$ cat src/rtl/uart_irq_pkg.sv
// Package: shared widths, enable-bit positions and identification codes
// for the UART interrupt combiner. It assumes a 4-bit enable register and
// a 4-bit identification code whose bit 0 is 1 when nothing is pending.
package uart_irq_pkg;
    localparam int IER_W = 4;
    localparam int IID_W = 4;

    // Enable bit positions
    localparam int EN_RX   = 0;   // data available and timeout
    localparam int EN_THR  = 1;   // transmit empty
    localparam int EN_LINE = 2;   // line error
    localparam int EN_MDM  = 3;   // modem status

    typedef enum logic [IID_W-1:0] {
        IID_LINE = 4'b0110,
        IID_RX   = 4'b0100,
        IID_TMO  = 4'b1100,
        IID_THR  = 4'b0010,
        IID_MDM  = 4'b0000,
        IID_NONE = 4'b0001
    } iid_e;
endpackage

$ cat src/rtl/uart_irq_thr_tracker.sv
// Module: holds the transmit-empty pending flag.
// The flag is set when the empty condition rises, or when its enable rises
// while the register is already empty. It is cleared by a transmit-register
// write, which wins over everything else, or by a code read that reports
// transmit-empty. Assumes single-cycle strobes and synchronous active-low reset.
module uart_irq_thr_tracker (
    input  logic clk,
    input  logic rst_n,
    input  logic thr_empty_i,
    input  logic thr_en_i,
    input  logic thr_write_i,
    input  logic id_read_i,
    input  logic id_is_thr_i,
    output logic pend_o
);
    logic empty_q;
    logic en_q;
    logic pend_q;
    logic set_c;

    // Purpose: combine the two set causes into one set term.
    always_comb begin
        set_c = (thr_empty_i && !empty_q) || (thr_en_i && !en_q && thr_empty_i);
    end

    // Purpose: keep the previous empty and enable values and update the flag.
    always_ff @(posedge clk) begin
        if (!rst_n) begin
            empty_q <= 1'b1;
            en_q    <= 1'b0;
            pend_q  <= 1'b0;
        end else begin
            empty_q <= thr_empty_i;
            en_q    <= thr_en_i;
            if (thr_write_i)
                pend_q <= 1'b0;
            else if (set_c)
                pend_q <= 1'b1;
            else if (id_read_i && id_is_thr_i)
                pend_q <= 1'b0;
        end
    end

    assign pend_o = pend_q;

    // A transmit-register write always leaves the flag clear.
    assert_thr_write_clears_R9: assert property (@(posedge clk) disable iff (!rst_n)
        thr_write_i |=> !pend_o);

    // An empty rising edge without a write sets the flag.
    assert_thr_edge_sets_R6: assert property (@(posedge clk) disable iff (!rst_n)
        (thr_empty_i && !empty_q && !thr_write_i) |=> pend_o);
endmodule

$ cat src/rtl/uart_irq_prio_enc.sv
// Module: masks the sources with their enable bits, gates the timeout with
// FIFO mode, and encodes the highest pending source into the identification
// code. Purely combinational. Assumes all condition inputs are levels.
module uart_irq_prio_enc
    import uart_irq_pkg::*;
(
    input  logic             line_err_i,
    input  logic             rx_avail_i,
    input  logic             char_tmo_i,
    input  logic             thr_pend_i,
    input  logic             modem_chg_i,
    input  logic             fifo_mode_i,
    input  logic [IER_W-1:0] ier_i,
    output logic             irq_o,
    output logic [IID_W-1:0] iid_o,
    output logic             is_thr_o
);
    logic line_c, rx_c, tmo_c, thr_c, mdm_c;
    iid_e code_c;

    // Purpose: qualify each source with its enable bit (timeout also with FIFO mode).
    always_comb begin
        line_c = line_err_i  && ier_i[EN_LINE];
        rx_c   = rx_avail_i  && ier_i[EN_RX];
        tmo_c  = char_tmo_i  && ier_i[EN_RX] && fifo_mode_i;
        thr_c  = thr_pend_i  && ier_i[EN_THR];
        mdm_c  = modem_chg_i && ier_i[EN_MDM];
    end

    // Purpose: pick the highest-priority qualified source.
    always_comb begin
        if (line_c)      code_c = IID_LINE;
        else if (rx_c)   code_c = IID_RX;
        else if (tmo_c)  code_c = IID_TMO;
        else if (thr_c)  code_c = IID_THR;
        else if (mdm_c)  code_c = IID_MDM;
        else             code_c = IID_NONE;
    end

    assign irq_o    = line_c || rx_c || tmo_c || thr_c || mdm_c;
    assign iid_o    = code_c;
    assign is_thr_o = (code_c == IID_THR);
endmodule

$ cat src/rtl/uart_irq_combiner.sv
// Module: top of the UART interrupt combiner. It ties the pending-flag
// tracker to the priority encoder and forces the idle outputs while reset
// is held. Assumes a synchronous active-low reset; the outputs are
// combinational from the inputs and the one internal flag.
module uart_irq_combiner
    import uart_irq_pkg::*;
(
    input  logic             clk,
    input  logic             rst_n,
    input  logic             line_err_i,
    input  logic             rx_avail_i,
    input  logic             char_tmo_i,
    input  logic             thr_empty_i,
    input  logic             modem_chg_i,
    input  logic             fifo_mode_i,
    input  logic [IER_W-1:0] ier_i,
    input  logic             id_read_i,
    input  logic             thr_write_i,
    output logic             irq_o,
    output logic [IID_W-1:0] iid_o
);
    logic             thr_pend;
    logic             enc_irq;
    logic [IID_W-1:0] enc_iid;
    logic             enc_is_thr;

    uart_irq_thr_tracker u_thr (
        .clk         (clk),
        .rst_n       (rst_n),
        .thr_empty_i (thr_empty_i),
        .thr_en_i    (ier_i[EN_THR]),
        .thr_write_i (thr_write_i),
        .id_read_i   (id_read_i),
        .id_is_thr_i (enc_is_thr),
        .pend_o      (thr_pend)
    );

    uart_irq_prio_enc u_enc (
        .line_err_i  (line_err_i),
        .rx_avail_i  (rx_avail_i),
        .char_tmo_i  (char_tmo_i),
        .thr_pend_i  (thr_pend),
        .modem_chg_i (modem_chg_i),
        .fifo_mode_i (fifo_mode_i),
        .ier_i       (ier_i),
        .irq_o       (enc_irq),
        .iid_o       (enc_iid),
        .is_thr_o    (enc_is_thr)
    );

    // Purpose: hold the idle outputs while reset is asserted.
    always_comb begin
        irq_o = rst_n && enc_irq;
        iid_o = rst_n ? enc_iid : IID_NONE;
    end

    // The request and the no-pending bit of the code always agree.
    assert_irq_matches_code_R5: assert property (@(posedge clk) disable iff (!rst_n)
        irq_o == !iid_o[0]);

    // No timeout code outside FIFO mode.
    assert_no_tmo_outside_fifo_R2: assert property (@(posedge clk) disable iff (!rst_n)
        !fifo_mode_i |-> (iid_o != IID_TMO));

    // An enabled line error always wins.
    assert_line_err_first_R3: assert property (@(posedge clk) disable iff (!rst_n)
        (line_err_i && ier_i[EN_LINE]) |-> (iid_o == IID_LINE));
endmodule

$ cat config.mk
export PLATFORM = sky130hd
export DESIGN_NAME = uart_irq_combiner
export DESIGN_NICKNAME = d
export VERILOG_FILES = /design/src/rtl/uart_irq_pkg.sv /design/src/rtl/uart_irq_thr_tracker.sv /design/src/rtl/uart_irq_prio_enc.sv /design/src/rtl/uart_irq_combiner.sv
export SDC_FILE = /design/constraint.sdc
export NUM_CORES = 1
export LEC_CHECK = 0
export BUFFER_PORTS_ARGS = -buffer_cell sky130_fd_sc_hd__clkbuf_2
export CORE_AREA = 2 2 39 41
export DETAILED_ROUTE_END_ITERATION = 8
export DIE_AREA = 0 0 41 43
export SLEW_MARGIN = 20
export SYNTH_ARGS = -nofsm -noshare
export SYNTH_HDL_FRONTEND = slang
export SYNTH_SLANG_ARGS = --single-unit
$ cat constraint.sdc
create_clock -name clk -period 0.8 [get_ports clk]
set_input_delay 0.16 -clock clk [delete_from_list [all_inputs] [get_ports clk]]
set_output_delay 0.16 -clock clk [all_outputs]
set_load 0.01 [all_outputs]
# After elaboration in Yosys (flattened, before gate mapping)
# Cells that the tools add are included.
# Widths: inputs -> output; s select.
dict set report totals {
  ff_bits 3
  in_bits 14
  output_inout_bits 5
  elab_cells 33
}
dict set report classes {
  n_eq_ne 1
  muxes 8
  bitwise_logic 1
  n_reduce_logical 20
}
# operator count
set op_table {}
lappend op_table {{$mux 4} 5}
lappend op_table {{$logic_and 1x1->1} 11}
lappend op_table {{$logic_or 1x1->1} 5}
lappend op_table {{$eq 4x2->1 const B} 1}
lappend op_table {{$mux 1} 3}
lappend op_table {{$logic_not 1->1} 2}
lappend op_table {{$reduce_bool 2->1} 1}
lappend op_table {{$reduce_or 2->1} 1}
lappend op_table {{$not 1->1} 1}

# Depth between registers and ports, before layout
# Gate-level depths: netlist (run 1).
dict set report depth {
  depth_word 10
  mapped_depth 3
  depth_no_buf 3
}

# By module
# From an unflattened synthesis (run 1), not the netlist that was laid out.
dict set report hier_totals {
  hier_cells 28
  hier_area_um2 230.2
}
# mod instances cells_each area_per_inst_um2 seq_area_each_um2
set by_module_without_submodules {}
lappend by_module_without_submodules {uart_irq_thr_tracker 1 11 108.9 60.1}
lappend by_module_without_submodules {uart_irq_prio_enc 1 12 90.1 0.0}
lappend by_module_without_submodules {uart_irq_combiner 1 5 31.3 0.0}

# Worst setup path after synthesis (run 1)
# Ideal clock, no wire load.
dict set report synth_path {
  kind {in2out}
  from {input line_err_i}
  to {output iid_o[3]}
  arrival_time_ps 783
  t_required_ps 640
  slack_ps -143
  path_stages 2
  path_buffers 0
  cell_sequence {and2_1 > nor4_1}
}
dict set report synth_via {
  elab_chain_len 3
}
# element line
set synth_lines {}
lappend synth_lines {{start: declaration} uart_irq_combiner.sv:10} ;# input logic line_err_i,
lappend synth_lines {{$logic_and 1x1->1} uart_irq_prio_enc.sv:23} ;# line_c = line_err_i && ier_i[EN_LINE];
lappend synth_lines {{$mux 4} uart_irq_prio_enc.sv:32} ;# if (line_c) code_c = IID_LINE;
lappend synth_lines {{$mux 4} uart_irq_combiner.sv:54} ;# iid_o = rst_n ? enc_iid : IID_NONE;
lappend synth_lines {{end: declaration} uart_irq_combiner.sv:20} ;# output logic [IID_W-1:0] iid_o
# Every way passes these cells.

# Worst setup path after layout (run 1)
dict set report layout_path {
  from {register u_thr.pend_q (netlist: u_thr.pend_o)}
  to {output irq_o}
}
dict set report layout_via {
  elab_chain_len 4
}
# element line
set layout_lines {}
lappend layout_lines {{start: declaration} uart_irq_thr_tracker.sv:18} ;# logic pend_q;
lappend layout_lines {{start signal: assignment} uart_irq_thr_tracker.sv:31} ;# pend_q <= 1'b0;
lappend layout_lines {{start signal: assignment} uart_irq_thr_tracker.sv:36} ;# pend_q <= 1'b0;
lappend layout_lines {{start signal: assignment} uart_irq_thr_tracker.sv:38} ;# pend_q <= 1'b1;
lappend layout_lines {{$logic_and 1x1->1} uart_irq_prio_enc.sv:26} ;# thr_c = thr_pend_i && ier_i[EN_THR];
lappend layout_lines {{$logic_or 1x1->1 (2 in series)} uart_irq_prio_enc.sv:40} ;# assign irq_o = line_c || rx_c || tmo_c || thr_c || mdm_c;
lappend layout_lines {{$logic_and 1x1->1} uart_irq_combiner.sv:53} ;# irq_o = rst_n && enc_irq;
lappend layout_lines {{end: declaration} uart_irq_combiner.sv:19} ;# output logic irq_o,
# Every way passes these cells.

==> results of run 1 <==
==> kinds of logic after synthesis <==
family | after synthesis | share of synthesized area [%]
AND/OR/NAND/NOR | 13 | 35.0
AO/OA/AOI/OAI | 9 | 32.5
flip-flops | 3 | 30.6
buffers and inverters | 1 | 1.91
==> cells in the final DEF (no fill, tap or decap), types with 2 or more instances in the layout <==
cell / netlist / layout
a21oi_2: 1 / 2
dfxtp_1: 3 / 2
clkbuf_8: 0 / 2
nand2_1: 5 / 3
nand3b_1: 2 / 2
nand2_2: 0 / 2
nand2b_1: 2 / 2
buf_4: 0 / 5
buf_2: 0 / 4
clkbuf_4: 0 / 3
clkbuf_2: 0 / 12
==> worst min path at each step <==
stage	startpoint	cells past startpoint	endpoint	slack [ns]
finish	thr_empty_i	2	u_thr.empty_q	0.14
CTS	thr_empty_i	2	u_thr.empty_q	0.13
global route	thr_empty_i	2	u_thr.empty_q	0.14
detailed placement	thr_empty_i	2	u_thr.empty_q	0.37
global placement	thr_empty_i	2	u_thr.empty_q	0.36
floorplan	rst_n	1	u_thr.empty_q	0.23
==> sequential cells by signal, indices dropped and copies added, names as in the netlist <==
register,cells
u_thr.empty_q,1
u_thr.en_q,1
u_thr.pend_o,1
==> cell type report <==
class | instances | area, µm² | share of cell area, %
clock buffer | 4 | 26.3 | 6.46
inverter | 1 | 3.75 | 0.923
tap | 16 | 20.0 | 4.92
timing repair buffer | 23 | 145 | 35.7
sequential | 3 | 61.3 | 15.1
multi-input combinational | 22 | 150 | 36.9
==> power by group through the flow <==
| stage | Sequential [W] | Combinational (W) | Clock, W |
|---|---|---|---|
| after floorplan | 0.000162 | 0.0000533 | 0 |
| after global placement | 0.000163 | 0.000126 | 0 |
| after detailed placement | 0.000163 | 0.000128 | 0 |
| after CTS | 0.000162 | 0.000146 | 0.000270 |
| after global routing | 0.000162 | 0.000159 | 0.000288 |
| final | 0.000161 | 0.000145 | 0.000263 |
==> through the flow <==
stage | total power (W) | instance area [µm²] | util (%)
3_5_place_dp | 0.000291 | 343 | 24.8
3_3_place_gp | 0.000289 | 343 | 24.8
6_report | 0.000570 | 407 | 29.4
5_1_grt | 0.000609 | 407 | 29.4
4_1_cts | 0.000578 | 407 | 29.4
2_1_floorplan | 0.000215 | 203 | -
==> timing repair <==
item                                    CTS  global route
endpoints found under the setup margin    5             6
pin swaps                                 3             2
gates resized for setup                   7             4
buffers inserted                          1             0
==> worst max-delay path: cells and delay by family (launching register included) <==
kind / cells / cell delay [ns]
AOI/OAI and AO/OA: 1 / 0.17
buffers and inverters: 1 / 0.15
DFF: 1 / 0.33
and+or+nand+nor: 1 / 0.07
==> layer usage <==
layer	routed length, µm	share of wire, %	up-vias	track usage, %
li1	-	-	152	-
met1	259	39	126	9.87
met2	350	53	8	13.8
met3	27	4.1	2	1.57
met4	19	2.9	0	10.0
met5	0	0	-	0
==> impl_metrics.py, run 1 <==
metrics = {
    "setup_path": {
        "startpoint": "u_thr.pend_o",
        "critPathMaxFanout": 3,
        "r2r_start": "u_thr.en_q",
        "r2r-end": "u_thr.pend_o",
        "crit_type": "flop to output port",
        "start_kind": "flop",
        "cp_cell_sequence": "nand2_2 -> a31oi_1 -> buf_2",
        "rr_worst_depth": 3,
        "crit_path_top_delay_cell": "dfxtp_2",
        "critPathCapture": "irq_o",
        "r2r_slack_ns": 0.05,
        "critPathMaxStageDelay_ns": 0.33,
        "endpoint_kind": "output port",
        "required_ns": 0.64,
        "crit_arrival_ns": 0.95,
    },
    "logic_synthesis": {
        "synth.distinct_cells": 16,
        "synth_seq_cells": 3,
        "synth_top_area_share_pct": 30.6,
        "synth_top_cells_by_count": "5 x nand2_1, 3 x dfxtp_1",
        "synth.most_common_cell": "nand2_1",
        "netlist_area_um2": 196,
        "ys.flop_type": "dfxtp_1",
        "synth_edf_count": 0,
        "synth_seq_area_share_pct": 30.6,
        "synth_fp_nets": 40,
        "synth_area_per_cell_um2": 7.56,
        "syn_inst": 26,
        "synth.area.top_cells": "dfxtp_1 31%, nand2_1 9.6%, nand3b_1 7.6%",
        "yosys_warnings": 0,
        "async_flop_share_pct": 0,
        "synth_top_area_cell": "dfxtp_1",
    },
    "power_and_ir_drop": {
        "powerDensity_nw_per_um2": 1400,
        "combPwrFrac_pct": 25.4,
        "p_switching_w": 0.000142,
        "ir_drop_mv": 0.415,
        "p_clk_share_pct": 46.2,
        "switching_share_pct": 25.0,
        "power_leakage_nw": 0.202,
        "pwr-share-seq_pct": 28.3,
        "cellInternalPower_w": 0.000427,
    },
    "cts": {
        "clock_latency_ns": 0.23,
        "clockRootBuffer": "clkbuf_4",
        "ctsHoldBuffers": 0,
        "cts_tree": "yes",
        "cts-htree-levels": 1,
        "clockBufferDepth": 2,
        "clk_pin_slew_ns": 0.04,
        "cts_sinks": 3,
        "cts_buffers": 3,
    },
    "route": {
        "dr.first_iter.drc_count": 0,
        "dr.pass1.iters": 1,
        "vias": 288,
        "ant_nets": 0,
        "drc_errors": 0,
        "via_per_inst": 4.17,
        "wirelength_um": 657,
        "wl_per_cell_um": 9.52,
    },
    "global_route": {
        "grt_use_total_pct": 9.31,
        "gr-total-overflow": 0,
        "grt_pass1_vias": 283,
        "grt_first_pass_wirelength_mm": 1.08,
        "grt_max_degree": 5,
        "antenna_found_initial": 0,
    },
    "finish": {
        "area_delta_synth_final_pct": 107,
        "nFillCells": 149,
        "nNetsFinal": 68,
        "fin_cells": 69,
        "layout-drive-gt1-share_pct": 62.3,
        "n_antenna_cell": 0,
    },
    "status": {
        "status": "finished, violations left",
        "failed_checks": "setup timing",
    },
    "die": {
        "start_util_pct": 14.2,
        "die_area_um2": 1760,
        "die_h_um": 43,
        "die_w_um": 41,
        "num_rows": 14,
        "core_um2": 1380,
        "ios": 19,
    },
    "timing": {
        "setup_tns_ns": -1.23,
        "finalMaxSlewViolations": 0,
        "tightest_slew_ns": 0.250,
        "finalWorstSetupSlack_ns": -0.312,
        "fin_crit_sh_pct": 139,
        "holdWs_ns": 0.136,
        "rsz0062_at_grt": "yes",
        "timing.fmax_mhz": 900,
        "fin_skew_ns": 0.00442,
        "setup_viol": 5,
        "post-route-min-period_ns": 1.11,
        "slew_headroom_pct": 83.2,
        "final-hold-violation-count": 0,
    },
    "placed_design": {
        "place_ws_ns": -0.259,
        "portBuffers": 18,
        "place_inst": 64,
        "gp_congestion": 0.661,
        "dpl.hpwl_um": 506,
    },
    "job": {
        "cap_violations": 0,
    },
    "hold_path": {
        "hp-class": "primary input to flop",
    },
}
Note: power is estimated with default switching activity, not from simulation.
==> inputs of run 2 (changes only) <==
--- a/config.mk
+++ b/config.mk
@@ -6,9 +6,12 @@
 export NUM_CORES = 1
 export LEC_CHECK = 0
 export BUFFER_PORTS_ARGS = -buffer_cell sky130_fd_sc_hd__clkbuf_2
+export CELL_PAD_IN_SITES_DETAIL_PLACEMENT = 1
+export CELL_PAD_IN_SITES_GLOBAL_PLACEMENT = 1
 export CORE_AREA = 2 2 39 41
 export DETAILED_ROUTE_END_ITERATION = 8
 export DIE_AREA = 0 0 41 43
+export PLACE_DENSITY_LB_ADDON = 0.1
 export SLEW_MARGIN = 20
 export SYNTH_ARGS = -nofsm -noshare
 export SYNTH_HDL_FRONTEND = slang
==> impl_metrics.py, run 2 (same netlist as run 1, synthesis figures left out) <==
metrics = {
    "global_route": {
        "grt_use_total_pct": 10.1,
        "gr-total-overflow": 0,
        "grt_first_pass_wirelength_mm": 1.21,
        "antenna_found_initial": 0,
        "grt_pass1_vias": 319,
        "grt_max_degree": 5,
    },
    "cts": {
        "ctsHoldBuffers": 0,
        "clockBufferDepth": 2,
        "clock_latency_ns": 0.23,
        "cts_buffers": 3,
        "clk_pin_slew_ns": 0.04,
        "cts_tree": "yes",
        "cts_sinks": 3,
        "cts-htree-levels": 1,
        "clockRootBuffer": "clkbuf_4",
    },
    "power_and_ir_drop": {
        "ir_drop_mv": 0.326,
        "power.total_w": 0.000581,
        "power_leakage_nw": 0.206,
        "powerDensity_nw_per_um2": 1380,
    },
    "die": {
        "die_w_um": 41,
        "start_util_pct": 14.2,
        "core_um2": 1380,
        "ios": 19,
        "die_area_um2": 1760,
        "die_h_um": 43,
        "num_rows": 14,
    },
    "timing": {
        "finalWorstSetupSlack_ns": -0.315,
        "final-hold-violation-count": 0,
        "fin_crit_sh_pct": 139,
        "post-route-min-period_ns": 1.11,
        "tightest_slew_ns": 0.202,
        "setup_tns_ns": -1.13,
        "fin_skew_ns": 0.00332,
        "rsz0062_at_grt": "yes",
        "holdWs_ns": 0.163,
        "timing.fmax_mhz": 897,
        "slew_headroom_pct": 86.5,
        "finalMaxSlewViolations": 0,
        "setup_viol": 5,
    },
    "setup_path": {
        "start_kind": "flop",
        "required_ns": 0.64,
        "crit_arrival_ns": 0.95,
        "cp_num_buf_inv": 1,
        "rr_worst_depth": 3,
        "crit_type": "flop to output port",
        "endpoint_kind": "output port",
        "cp_cell_sequence": "nand2_2 -> a21oi_2 -> o21a_1 -> buf_2",
        "crit_path_top_delay_cell": "dfxtp_2",
        "path_delay_family": "flip-flops",
        "critPathCapture": "iid_o[1]",
        "r2r-end": "u_thr.pend_o",
        "critPathMaxFanout": 3,
        "critPathMaxStageDelay_ns": 0.32,
        "r2r_slack_ns": 0.08,
        "cp.depth": 4,
        "r2r_start": "u_thr.en_q",
        "startpoint": "u_thr.pend_o",
    },
    "finish": {
        "area_delta_synth_final_pct": 114,
        "n_antenna_cell": 0,
        "mostFrequentLayoutCells": "13 x clkbuf_2, 5 x buf_4",
        "final_util_pct": 30.4,
        "layout_commonest_cell": "clkbuf_2",
        "nNetsFinal": 68,
        "layout-drive-gt1-share_pct": 66.0,
    },
    "route": {
        "wl_per_cell_um": 10.3,
        "via_per_inst": 4.28,
        "drc_errors": 0,
        "dr.pass1.iters": 2,
        "dr.first_iter.drc_count": 1,
        "wirelength_um": 713,
        "vias": 295,
        "ant_nets": 0,
    },
    "status": {
        "status": "finished, violations left",
        "failed_checks": "setup timing",
    },
    "placed_design": {
        "dpl.hpwl_um": 564,
        "gp_congestion": 0.601,
        "portBuffers": 18,
    },
    "hold_path": {
        "hp-class": "primary input to flop",
    },
    "job": {
        "cap_violations": 0,
    },
}
==> run 2: cell count changes in the layout (fill, tap and decap cells not counted) <==
cell / before / now
clkbuf_8: 2 / 0
nand2b_4: 0 / 1
nand2b_1: 2 / 1
a21oi_1: 1 / 0
buf_8: 0 / 2
buf_2: 4 / 3
a21oi_2: 2 / 3
clkbuf_2: 12 / 13
==> run 2: where the power goes <==
part	switching, W	internal [W]	total [W]
clock network	0.0000767	0.000187	0.000263
registers	0.00000361	0.000159	0.000162
logic	0.0000669	0.0000882	0.000155
total	0.000147	0.000434	0.000581
==> run 2: worst min-delay path by stage <==
stage | cells after the start | endpoint | slack, ns | start
floorplan | 1 | u_thr.empty_q | 0.23 | rst_n
global placement | 2 | u_thr.empty_q | 0.36 | thr_empty_i
detailed placement | 2 | u_thr.empty_q | 0.37 | thr_empty_i
CTS | 2 | u_thr.empty_q | 0.13 | thr_empty_i
global route | 2 | u_thr.empty_q | 0.17 | thr_empty_i
finish | 2 | u_thr.empty_q | 0.16 | thr_empty_i
==> run 2: what timing repair did <==
item,CTS,global route
setup endpoints to repair,5,6
buffers inserted,1,0
pin swaps,2,1
gates resized for setup,7,7
==> run 2: stage by stage <==
step | instance area, µm² | setup WS (ns) | instances
after floorplan | 203 | -0.0547 | 26
after global placement | 343 | -0.252 | 64
after detailed placement | 343 | -0.287 | 64
after CTS | 407 | -0.335 | 69
after global routing | 420 | -0.383 | 69
final | 420 | -0.315 | 69
==> run 2: layout make-up <==
class | instances | area [µm²]
timing repair buffer | 23 | 148
fill | 186 | 963
multi-input combinational | 22 | 161
clock buffer | 4 | 26.3
inverter | 1 | 3.75
tap | 16 | 20.0
sequential | 3 | 61.3
==> run 2: per-layer routing <==
layer	routed length (µm)	up-vias	GRT usage, %
met5	0	-	0
met2	392	12	15.9
li1	-	149	-
met3	54	0	3.14
met4	0	0	6.00
met1	267	134	11.2
